==> src/rtl/dma_window_map.sv <==
module dma_window_map #(
  parameter int NWIN = 6,
  parameter int AW   = 32,
  parameter int LOW  = 16,
  parameter int TW   = 4,
  parameter int ATW  = 8,
  localparam int WIW = $clog2(NWIN),
  localparam int HW  = AW - LOW
) (
  input  logic           clk,
  input  logic           rst_n,
  input  logic           reg_we,
  input  logic [WIW-1:0] reg_win,
  input  logic [1:0]     reg_sel,
  input  logic [AW-1:0]  reg_wdata,
  input  logic           req_valid,
  input  logic [AW-1:0]  req_addr,
  output logic           rsp_valid,
  output logic           rsp_hit,
  output logic           rsp_miss,
  output logic [WIW-1:0] rsp_win,
  output logic [TW-1:0]  rsp_tid,
  output logic [ATW-1:0] rsp_attr,
  output logic [AW-1:0]  rsp_addr
);

  logic [HW-1:0]  mask_q  [NWIN];
  logic [HW-1:0]  base_q  [NWIN];
  logic [HW-1:0]  remap_q [NWIN];
  logic [ATW-1:0] attr_q  [NWIN];
  logic [TW-1:0]  tid_q   [NWIN];
  logic [NWIN-1:0] en_q;

  wire wr_ok = reg_we && ({1'b0, reg_win} < (WIW+1)'(NWIN));

  always_ff @(posedge clk) begin
    if (!rst_n) begin
      en_q <= '0;
      for (int i = 0; i < NWIN; i++) begin
        mask_q[i] <= '0; base_q[i] <= '0; remap_q[i] <= '0;
        attr_q[i] <= '0; tid_q[i] <= '0;
      end
    end else if (wr_ok) begin
      case (reg_sel)
        2'd0: begin
          mask_q[reg_win] <= reg_wdata[AW-1:LOW];
          attr_q[reg_win] <= reg_wdata[LOW-1 -: ATW];
          tid_q[reg_win]  <= reg_wdata[4 +: TW];
          en_q[reg_win]   <= reg_wdata[0];
        end
        2'd1: base_q[reg_win]  <= reg_wdata[AW-1:LOW];
        2'd2: remap_q[reg_win] <= reg_wdata[AW-1:LOW];
        default: ;
      endcase
    end
  end

  wire [HW-1:0] a_hi = req_addr[AW-1:LOW];
  logic [NWIN-1:0] match;

  for (genvar g = 0; g < NWIN; g++) begin : g_cmp
    assign match[g] = en_q[g] && ((a_hi & ~mask_q[g]) == base_q[g]);
  end

  logic [WIW-1:0] pick;
  always_comb begin
    pick = '0;
    for (int i = NWIN - 1; i >= 0; i--)
      if (match[i]) pick = WIW'(i);
  end

  wire          any   = |match;
  wire [HW-1:0] rm    = remap_q[pick];
  wire [HW-1:0] o_hi  = (rm == '0) ? a_hi : ((a_hi & mask_q[pick]) | (rm & ~mask_q[pick]));

  always_ff @(posedge clk) begin
    if (!rst_n) begin
      rsp_valid <= 1'b0; rsp_hit <= 1'b0; rsp_miss <= 1'b0;
      rsp_win <= '0; rsp_tid <= '0; rsp_attr <= '0; rsp_addr <= '0;
    end else begin
      rsp_valid <= req_valid;
      rsp_hit   <= req_valid && any;
      rsp_miss  <= req_valid && !any;
      rsp_win   <= any ? pick : '0;
      rsp_tid   <= any ? tid_q[pick] : '0;
      rsp_attr  <= any ? attr_q[pick] : '0;
      rsp_addr  <= any ? {o_hi, req_addr[LOW-1:0]} : req_addr;
    end
  end

  p_one_flag_r8: assert property (@(posedge clk) disable iff (!rst_n)
    rsp_valid |-> (rsp_hit ^ rsp_miss));
  p_valid_lat_r8: assert property (@(posedge clk) disable iff (!rst_n)
    req_valid |=> rsp_valid);
  p_idle_lat_r8: assert property (@(posedge clk) disable iff (!rst_n)
    !req_valid |=> !(rsp_valid || rsp_hit || rsp_miss));
  p_low_pass_r6: assert property (@(posedge clk) disable iff (!rst_n)
    req_valid |=> rsp_addr[LOW-1:0] == $past(req_addr[LOW-1:0]));
  p_miss_quiet_r7: assert property (@(posedge clk) disable iff (!rst_n)
    req_valid |=> (rsp_miss |-> (rsp_win == '0 && rsp_tid == '0 && rsp_attr == '0
                                 && rsp_addr == $past(req_addr))));
  p_reset_empty_r1: assert property (@(posedge clk) disable iff (!rst_n)
    $rose(rst_n) |-> en_q == '0);

endmodule

==> config.mk <==
export PLATFORM = sky130hd
export DESIGN_NAME = dma_window_map
export DESIGN_NICKNAME = d
export VERILOG_FILES = /design/src/rtl/dma_window_map.sv
export SDC_FILE = /design/constraint.sdc
export NUM_CORES = 1
export LEC_CHECK = 0
export ABC_AREA = 1
export BUFFER_PORTS_ARGS = -buffer_cell sky130_fd_sc_hd__clkbuf_2
export CAP_MARGIN = 0
export CORE_ASPECT_RATIO = 1.25
export CORE_MARGIN = 2
export CORE_UTILIZATION = 60
export CTS_CLUSTER_SIZE = 12
export DETAILED_ROUTE_END_ITERATION = 8
export PLACE_DENSITY_LB_ADDON = 0.25
export SLEW_MARGIN = 20
export SYNTH_ARGS = -nofsm -noshare
export SYNTH_HDL_FRONTEND = slang
export SYNTH_SLANG_ARGS = --single-unit
export TNS_END_PERCENT = 50
==> constraint.sdc <==
create_clock -name clk -period 3.2 [get_ports clk]
set_input_delay 0.16 -clock clk [delete_from_list [all_inputs] [get_ports clk]]
set_output_delay 0.16 -clock clk [all_outputs]
set_load 0.01 [all_outputs]
==> results.py <==
metrics = {
    "route": {
        "wl_um": 75000,
        "vias": 19854,
        "drt_iter0_drc": 2361,
        "wl_per_cell_um": 22.0,
        "drc_errors": 0,
        "dr.pass1.iters": 6,
        "ant_nets": 0,
        "viasPerCell": 5.82,
    },
    "global_routing": {
        "grt_pass1_wl_um": 109000,
        "busiest_layer": "met2",
        "first_global_vias": 19245,
        "grt_overflow": 0,
        "grt.total_usage_pct": 38.6,
        "grt_max_degree": 70,
        "gr-usage-met3_pct": 6.15,
        "use_met1_pct": 44.7,
        "antenna_found_initial": 0,
        "met2_usage_pct": 65.5,
    },
    "yosys": {
        "avgSynthCellArea_um2": 8.69,
        "synth_area_leaders": "edfxtp_1, nor2_1, nand2_1, inv_1, dfxtp_1",
        "yosysTopAreaCell": "edfxtp_1",
        "syn-cell-area_um2": 22100,
        "yosys.cell_types.count": 41,
        "ys_ff_latch": 444,
        "ys_warn_count": 0,
        "synth_top_area_share_pct": 52.6,
        "seq_area_frac_synth_pct": 57.7,
        "yosys.area_share.simple_pct": 26.5,
        "synthMuxAreaShare_pct": 0,
        "synthXorXnorAreaFrac_pct": 1.15,
        "synthCells": 2547,
        "synthAdderAreaFrac_pct": 0,
        "synth_top_family_by_area": "simple AND/OR/NAND/NOR gates",
        "synth_compound_area_share_pct": 6.33,
    },
    "finish": {
        "num_antenna_cells": 0,
        "drive_above_1_share_pct": 19.2,
        "fill_cells": 2610,
        "fin_util_pct": 75.1,
        "finish.instance_area_um2": 27300,
        "layout.nets": 2968,
        "syn_to_final_growth_pct": 23.1,
    },
    "setup_path": {
        "rrSetupSlack_ns": -0.13,
        "startpoint_type": "flop",
        "rr_worst_depth": 23,
        "r2r_end": "rsp_addr[18]",
        "r2r_start": "mask_q[3][5]",
        "critical_path_class": "reg2reg",
        "critPathCaptureType": "flop",
        "required_ns": 3.71,
        "critPathArrivalTime_ns": 3.84,
        "path_max_fanout": 10,
    },
    "sta": {
        "fin_ws_ns": -0.132,
        "timing.final.max_slew_violations": 0,
        "period_minus_slack_ns": 3.33,
        "worst_pin_slew_ns": 0.900,
        "fin_crit_sh_pct": 104,
        "hold_violations": 0,
        "setup_viol": 16,
        "whs_ns": 0.0101,
        "fmaxAchievable_mhz": 300,
        "relSlewSlack_pct": 40.0,
        "rsz0062_at_grt": "true",
        "fin_skew_ns": 0.0237,
    },
    "clock_tree": {
        "clock_latency_ns": 0.59,
        "cts_tree": "yes",
        "htree_levels": 2,
        "numCtsBuffers": 46,
        "clock_path_buffers": 3,
        "cts.sinks": 444,
        "cts_root_buffer": "clkbuf_16",
        "path_clk_slew_ns": 0.06,
    },
    "die": {
        "core-area_um2": 36300,
        "die-height_um": 219,
        "die_w_um": 176,
        "placementRows": 78,
        "num_io_pins": 123,
        "initial_core_util_pct": 61.0,
        "dieArea_um2": 38500,
    },
    "place": {
        "dp_hpwl_um": 51600,
        "dpl-instance-area_um2": 24500,
        "port_buffers": 119,
        "dp_slack_ns": -0.275,
        "place_congestion": 1.02,
    },
    "pwr": {
        "power.density_nw_per_um2": 488,
        "ir_drop_uv": 564,
        "fin_total_pwr_uw": 13300,
        "p_leak_uw": 0.0117,
    },
    "job": {
        "max_cap_violations": 0,
    },
    "status": {
        "violations": "negative setup slack",
        "outcome": "finished, violations left",
    },
    "min_path": {
        "whs_path_depth": 3,
        "hold_path_class": "in2reg",
        "hold_end": "attr_q[1][4]",
        "worstHoldStart": "reg_wdata[12]",
    },
}
[critical path, stage by stage, from the launching register on]
cell      delay (ns)
edfxtp_1        0.51
o21ai_2         0.26
nand2_1         0.10
nor2_1          0.11
nand2_1         0.08
nor2_2          0.14
nand3_2         0.15
nand2_1         0.12
nand2_2         0.09
nand2_8         0.10
buf_4           0.13
buf_12          0.12
nand3_1         0.09
nand3_2         0.09
nand2_1         0.07
nand2_1         0.09
nand2_1         0.06
nor2_2          0.18
nand2_2         0.09
nor2_4          0.21
nand2_4         0.16
nand3_1         0.10
nand2_1         0.05
nor2_1          0.13
[where the power goes]
| part | leakage (µW) | switching, µW | internal (µW) |
|---|---|---|---|
| Clock | 0.000692 | 2250 | 2940 |
| Sequential | 0.00416 | 138 | 6600 |
| Combinational | 0.00685 | 892 | 483 |
| Total | 0.0117 | 3280 | 10000 |
[per-layer routing]
layer  vias to the layer above  part of all wire, %
met2                      1266                   48
met3                       323                  9.3
met4                         0                  8.6
li1                       9000                    -
met5                         -                    0
met1                      9265                   34
[how the worst max path moves through the flow]
| stage | endpoint | start | cells after the start | slack (ns) |
|---|---|---|---|---|
| after global placement | rsp_addr[16] | mask_q[1][4] | 21 | -0.24 |
| after detailed placement | rsp_addr[30] | mask_q[1][4] | 22 | -0.28 |
| after CTS | rsp_addr[26] | mask_q[5][11] | 27 | 0.0001 |
| after global routing | rsp_addr[19] | req_addr[20] | 32 | -0.26 |
| final | rsp_addr[18] | mask_q[3][5] | 23 | -0.13 |
| after floorplan | rsp_addr[26] | mask_q[1][4] | 19 | 0.61 |
[cells by family (layout without fill, tap and decap cells)]
| family | Yosys count | count (layout) |
|---|---|---|
| AND/OR/NAND/NOR | 1372 | 1376 |
| buffers and inverters | 454 | 807 |
| flip-flops | 444 | 444 |
| AO/OA/AOI/OAI | 247 | 247 |
| XOR/XNOR | 29 | 29 |
| other | 1 | 28 |
[cells in the final DEF, fill, tap and decap left out, drive strengths merged]
master / instances
nor4: 14
edfxtp: 388
nor3: 47
a32o: 12
nor2: 628
nand4: 40
buf: 229
and2: 2
nor4b: 1
xor2: 12
or2: 6
dlygate4sd3: 28
o21ai: 175
conb: 28
clkinv: 7
nand2: 439
xnor2: 17
nand2b: 1
a21oi: 21
nor3b: 3
dlymetal6s4s: 1
o211ai: 15
nand3b: 54
o22ai: 24
bufinv: 1
clkbuf: 195
inv: 346
nand3: 141
dfxtp: 56
[cell usage after synthesis, drive strengths merged]
library cell and number:
nor2 627, nor3 47, buf 43, o21ai 175
dfxtp 56, clkinv 2, nor4 14, a32o 12
conb 1, nand2 436, inv 344, or2 6
nand4 40, nand2b 1, clkbuf 65, nor3b 3
o211ai 15, o22ai 24, xor2 12, xnor2 17
nand3b 54, nand3 141, a21oi 21, and2 2
edfxtp 388, nor4b 1
[cell type report]
class | count | area [µm²] | share of cell area, %
Clock buffer | 76 | 1340 | 4.90
Sequential cell | 444 | 12800 | 46.8
Inverter | 346 | 1310 | 4.80
Timing Repair Buffer | 377 | 2960 | 10.8
Clock inverter | 8 | 105 | 0.386
Multi-Input combinational cell | 1680 | 8180 | 30.0
Tap cell | 480 | 601 | 2.20
[metrics by stage]
| step | setup TNS [ns] | cells |
|---|---|---|
| floorplan | 0 | 2574 |
| global placement | -3.12 | 3266 |
| detailed placement | -4.12 | 3266 |
| CTS | 0 | 3390 |
| global route | -3.96 | 3411 |
| finish | -1.82 | 3411 |
[what timing repair did]
item / in CTS / in global routing
pin swaps: 20 / 57
setup endpoints to repair: 21 / 28
cloned: 5 / 3
resized for setup: 57 / 106
hold endpoints to repair: 38 / 0
hold buffers: 29 / 0
setup buffers: 6 / 19
[flip-flops by register name, indices dropped and copies added, names as in the netlist]
| name | cells |
|---|---|
| rsp_win | 3 |
| rsp_tid | 4 |
| rsp_hit | 1 |
| tid_q | 32 |
| rsp_miss | 1 |
| base_q | 96 |
| rsp_attr | 8 |
| attr_q | 64 |
| en_q | 6 |
| mask_q | 96 |
| rsp_valid | 1 |
| remap_q | 100 |
| rsp_addr | 32 |
Power figures use the tool's default switching activity.
